==> config.mk <==
export PLATFORM = sky130hd
export DESIGN_NAME = bsalu
export DESIGN_NICKNAME = d
export VERILOG_FILES = /design/src/rtl/bsalu_pkg.sv /design/src/rtl/bsalu_opgate.sv /design/src/rtl/bsalu_adder.sv /design/src/rtl/bsalu.sv
export SDC_FILE = /design/constraint.sdc
export NUM_CORES = 1
export LEC_CHECK = 0
export ABC_AREA = 1
export BUFFER_PORTS_ARGS = -buffer_cell sky130_fd_sc_hd__buf_2
export CAP_MARGIN = 0
export CORE_MARGIN = 5
export CORE_UTILIZATION = 54
export CTS_CLUSTER_DIAMETER = 60
export DETAILED_ROUTE_END_ITERATION = 7
export GPL_ROUTABILITY_DRIVEN = 1
export GPL_TIMING_DRIVEN = 0
export MAX_ROUTING_LAYER = met4
export PLACE_DENSITY = 0.83
export SYNTH_ARGS = -nofsm -noshare
export SYNTH_HDL_FRONTEND = slang
export SYNTH_SLANG_ARGS = --single-unit
==> constraint.sdc <==
create_clock -name clk -period 5.6 [get_ports clk]
set_clock_uncertainty 0.1 [all_clocks]
set_input_delay 1.68 -clock clk [delete_from_list [all_inputs] [get_ports clk]]
set_output_delay 1.68 -clock clk [all_outputs]
set_load 0.02 [all_outputs]
==> src/rtl/bsalu_pkg.sv <==
package bsalu_pkg;
    localparam int FUNC_W = 3;

    typedef enum logic [FUNC_W-1:0] {
        FN_LOAD = 3'd0,
        FN_ADD  = 3'd1,
        FN_BIC  = 3'd2,
        FN_BIS  = 3'd3,
        FN_SHR  = 3'd4,
        FN_SHL  = 3'd5
    } alu_fn_e;
endpackage

==> src/rtl/bsalu_opgate.sv <==
module bsalu_opgate
    import bsalu_pkg::*;
#(
    parameter int BYTE_W = 8
) (
    input  logic [FUNC_W-1:0] func_i,
    input  logic [BYTE_W-1:0] low_i,
    input  logic [BYTE_W-1:0] data_i,
    input  logic              cflag_i,
    input  logic              sflag_i,
    input  logic              sow_i,
    output logic [BYTE_W-1:0] a_op_o,
    output logic [BYTE_W-1:0] b_op_o,
    output logic              cin_o,
    output logic              sflag_nxt_o
);
    logic              carry_eff;
    logic              shin_eff;
    logic [BYTE_W-1:0] masked;
    logic [BYTE_W-1:0] low_shr;

    always_comb begin
        carry_eff = cflag_i & ~sow_i;
        shin_eff  = sflag_i & ~sow_i;
        masked    = data_i & ~low_i;
        low_shr   = {shin_eff, low_i[BYTE_W-1:1]};
        sflag_nxt_o = 1'b0;
        case (func_i)
            FN_ADD, FN_SHL: begin
                a_op_o = low_i;
                b_op_o = data_i;
                cin_o  = carry_eff;
            end
            FN_BIC: begin
                a_op_o = '0;
                b_op_o = masked;
                cin_o  = 1'b0;
            end
            FN_BIS: begin
                a_op_o = low_i;
                b_op_o = masked;
                cin_o  = 1'b0;
            end
            FN_SHR: begin
                a_op_o = low_shr;
                b_op_o = data_i;
                cin_o  = 1'b0;
                sflag_nxt_o = low_i[0];
            end
            default: begin
                a_op_o = '0;
                b_op_o = data_i;
                cin_o  = 1'b0;
            end
        endcase
    end
endmodule

==> src/rtl/bsalu_adder.sv <==
module bsalu_adder #(
    parameter int BYTE_W = 8
) (
    input  logic [BYTE_W-1:0] a_i,
    input  logic [BYTE_W-1:0] b_i,
    input  logic              cin_i,
    output logic [BYTE_W-1:0] sum_o,
    output logic              cout_o
);
    logic [BYTE_W:0] chain;

    assign chain[0] = cin_i;

    for (genvar gi = 0; gi < BYTE_W; gi++) begin : g_fa
        assign sum_o[gi]     = a_i[gi] ^ b_i[gi] ^ chain[gi];
        assign chain[gi + 1] = (a_i[gi] & b_i[gi]) | (chain[gi] & (a_i[gi] ^ b_i[gi]));
    end

    assign cout_o = chain[BYTE_W];
endmodule

==> src/rtl/bsalu.sv <==
module bsalu
    import bsalu_pkg::*;
#(
    parameter int BYTE_W = 8,
    parameter int NBYTES = 2
) (
    input  logic                       clk,
    input  logic                       rst_n,
    input  logic                       step_i,
    input  logic                       sow_i,
    input  logic [FUNC_W-1:0]          func_i,
    input  logic [BYTE_W-1:0]          data_i,
    output logic [BYTE_W*NBYTES-1:0]   acc_o,
    output logic                       carry_o
);
    localparam int ACC_W = BYTE_W * NBYTES;

    typedef struct packed {
        logic [ACC_W-1:0] acc;
        logic             cf;
        logic             sf;
    } state_t;

    state_t st_d, st_q;

    logic [BYTE_W-1:0] a_op, b_op, sum;
    logic              cin, cout, sflag_nxt;

    bsalu_opgate #(.BYTE_W(BYTE_W)) u_gate (
        .func_i      (func_i),
        .low_i       (st_q.acc[BYTE_W-1:0]),
        .data_i      (data_i),
        .cflag_i     (st_q.cf),
        .sflag_i     (st_q.sf),
        .sow_i       (sow_i),
        .a_op_o      (a_op),
        .b_op_o      (b_op),
        .cin_o       (cin),
        .sflag_nxt_o (sflag_nxt)
    );

    bsalu_adder #(.BYTE_W(BYTE_W)) u_add (
        .a_i    (a_op),
        .b_i    (b_op),
        .cin_i  (cin),
        .sum_o  (sum),
        .cout_o (cout)
    );

    always_comb begin
        st_d = st_q;
        if (step_i) begin
            for (int k = 0; k < NBYTES - 1; k++) begin
                st_d.acc[k*BYTE_W +: BYTE_W] = st_q.acc[(k+1)*BYTE_W +: BYTE_W];
            end
            st_d.acc[ACC_W-1 -: BYTE_W] = sum;
            st_d.cf = cout;
            st_d.sf = sflag_nxt;
        end
    end

    always_ff @(posedge clk or negedge rst_n) begin
        if (!rst_n) begin
            st_q <= '0;
        end else begin
            st_q <= st_d;
        end
    end

    assign acc_o   = st_q.acc;
    assign carry_o = st_q.cf;
endmodule

==> impl_metrics.csv <==
group,metric,value,unit
timing,period_share,0.9432,
routing,wl,2.559,mm
grt,grt_first_pass_wirelength,4.560,mm
placement,portBuffers,29,
cts,cts.path.max_buffers,2,
routing,routedWlPerCell,13.12,µm
timing,finalCriticalPeriod,5.282,ns
grt,grt_max_degree,19,
worst_hold_path,hp-class,"reg -> reg",
yosys,ys_seq_area_frac,0.4049,
cts,htreeDepth,1,
setup_path,crit_top_cell,"fa_1",
setup_path,startpoint_type,"input port",
routing,via_per_inst,5.113,
floorplanning,ios,32,
setup_path,reg2reg_depth,13,
floorplanning,row_count,16,
yosys,synth_fp_nets,159,
timing,rsz0062_at_grt,"no",
floorplanning,die_area,0.003068,mm²
timing,worstMarginPinSlew,0.4188,ns
setup_path,cp_num_buf_inv,3,
placement,pre_cts_ws,-0.01660,ns
pwr,ir_worst_vdd,0.0002175,V
setup_path,cp-end-kind,"flop",
placement,post-dp-hpwl,1.969,mm
cts,cts_tree,"done",
setup_path,crit_slowest_cell,"fa_1",
placement,placed_area,0.001291,mm²
placement,placed_cells,192,
worst_hold_path,worstHoldStart,"acc_o[9]",
placement,gp_congestion,0.8296,
cts,root_buffer,"clkbuf_4",
timing,whs,0.3963,ns
setup_path,critical_path_required,5.70,ns
setup_path,crit_chain,"buf_4, inv_2, nand2_4, o21ai_1, fa_1, inv_1, fa_1, fa_1, fa_1, fa_1, fa_1, fa_1, fa_1, nand2_1, nand2_1",
cts,cts_made_buffers,3,
floorplanning,core-area,0.001962,mm²
timing,max_freq,189.3,MHz
cts,clk_pin_slew,0.10,ns
yosys,netlist_area,0.001112,mm²
cells_and_area,final_nets,193,
routing,drtIter0Drc,18,
grt,antenna_found_initial,0,
cts,cts_resized,0,
yosys,synth.avg_cell_area,8.179,µm²
routing,num_vias,997,
cells_and_area,fin_cells,195,
yosys,synthCells,136,
setup_path,cpPeakStageDelay,0.43,ns
flow_run,cap_violations,0,
cts,clkLatencyLatePin,0.29,ns
cts,cts_num_sinks,18,
timing,setup_viol_count_final,0,
yosys,yosys-top-cells-area,"dfrtp_1 40%, nand2_1 15%, fa_1 14%",
yosys,ys_types,13,
setup_path,cp_max_fo,10,
grt,grt_pass1_vias,1000,
cells_and_area,fin_area,0.001314,mm²
yosys,synth_top_cell_by_area,"dfrtp_1",
pwr,pwr_density_cell,324.7,mW/mm²
yosys,synth_seq_cells,18,
cells_and_area,drive_gt1_frac,0.2619,
routing,drc,0,
cts,hold_buffers,0,
yosys,synth_top_area_frac,0.4049,
outcome,run_status,"completed",
cts,post_cts_buffers,0,
routing,drt_pass1_iterations,4,
timing,final-hold-violation-count,0,
pwr,p_leak,0.7588,nW
routing,ant_nets,0,
setup_path,worstPathArrival,5.38,ns
setup_path,reg2reg_slack,1.58,ns
worst_hold_path,min_delay_path_depth,2,
grt,overflow,0,
timing,drv_slew,0,
floorplanning,start_util,0.5670,
worst_hold_path,worstHoldEndpoint,"acc_o[9]",
setup_path,r2r-end,"acc_o[15]",
timing,maxSlewHeadroom,0.7208,
setup_path,cpLargestDelayFamily,"adder cells",
grt,groute.usage.overall,0.1899,
setup_path,crit_type,"in -> reg",
timing,worst_slack,0.3181,ns
cells_and_area,antenna_cells,0,
floorplanning,die_x,55.39,µm
floorplanning,fp.dieH,55.39,µm
cells_and_area,fillers,178,
yosys,synth-warning-count,0,
cells_and_area,area_growth,18.11,%
setup_path,r2r_start,"acc_o[0]",
metal layers:
metal  vias to the layer above  routed length, µm  GRT usage  share of wire
li1                        486                  -          -              -
met2                        25               1302     0.3159           0.51
met5                         -                  0          -              0
met4                         0                 29    0.05208          0.011
met1                       482               1120     0.2411           0.44
met3                         4                107    0.02797          0.042
power breakdown:
part           internal [mW]  total (mW)  switching [mW]
Clock                 0.0250      0.0642          0.0392
Combinational         0.0604       0.171           0.110
Sequential             0.162       0.192          0.0296
Total                  0.247       0.427           0.179
final cells by class:
class / count / area (µm²) / area share
timing repair buffer: 29 / 145.1 / 0.1105
tap: 27 / 33.78 / 0.02571
multi-input combinational: 92 / 546.8 / 0.4162
inverter: 20 / 75.07 / 0.05714
clock buffer: 3 / 22.52 / 0.01714
sequential: 18 / 450.4 / 0.3429
buffer: 6 / 40.04 / 0.03048
synthesized netlist by cell type:
cell type and n:
fa_1 8, nor2_4 1, dfrtp_1 18, inv_1 18, o21ai_1 17, nand3_2 1
nand3_1 17, buf_4 4, buf_2 2, nand2_1 44, inv_2 2, nand2_4 2
nor2_1 2
worst max-delay path by stage:
stage	startpoint	to	slack [ns]	cells after the start
4_1_cts	func_i[2]	acc_o[15]	0.31	15
6_report	func_i[2]	acc_o[15]	0.32	15
2_1_floorplan	func_i[2]	acc_o[15]	0.23	15
3_5_place_dp	func_i[2]	acc_o[15]	-0.02	15
5_1_grt	func_i[2]	acc_o[15]	0.19	15
3_3_place_gp	func_i[2]	acc_o[15]	0.06	15
worst register-to-register path, delay by kind of cell (launching register included):
kind | cells | cell delay (ns)
buf+inv | 2 | 0.12
simple gates | 2 | 0.13
compound gates | 1 | 0.18
fa+ha+maj | 8 | 3.01
flops | 1 | 0.40
layout by cell type (no fill, tap or decap), drive strengths merged:
cell type / n
nand3: 18
fa: 8
nand2: 46
dfrtp: 18
o21ai: 17
buf: 35
nor2: 3
inv: 20
clkbuf: 3
cells by family (layout without fill, tap and decap cells):
logic type / after synthesis / after routing / share of synthesized area
AND/OR/NAND/NOR: 67 / 67 / 0.2711
adder cells (fa/ha/maj): 8 / 8 / 0.1440
buffers and inverters: 26 / 58 / 0.1035
flip-flops: 18 / 18 / 0.4049
AO/OA/AOI/OAI: 17 / 17 / 0.07649
stage by stage:
step           power (mW)  TNS (ns)  utilization
2_1_floorplan      0.3036         0            -
3_3_place_gp       0.3582         0       0.6582
3_5_place_dp       0.3671  -0.01660       0.6582
4_1_cts            0.4327         0       0.6696
5_1_grt            0.4625         0       0.6696
6_report           0.4265         0       0.6696
flip-flops by register name (all words and copies together) (netlist names):
signal and count:
acc_o 16, carry_o 1, st_q 1
No activity file was read; power rests on OpenSTA's default activity.
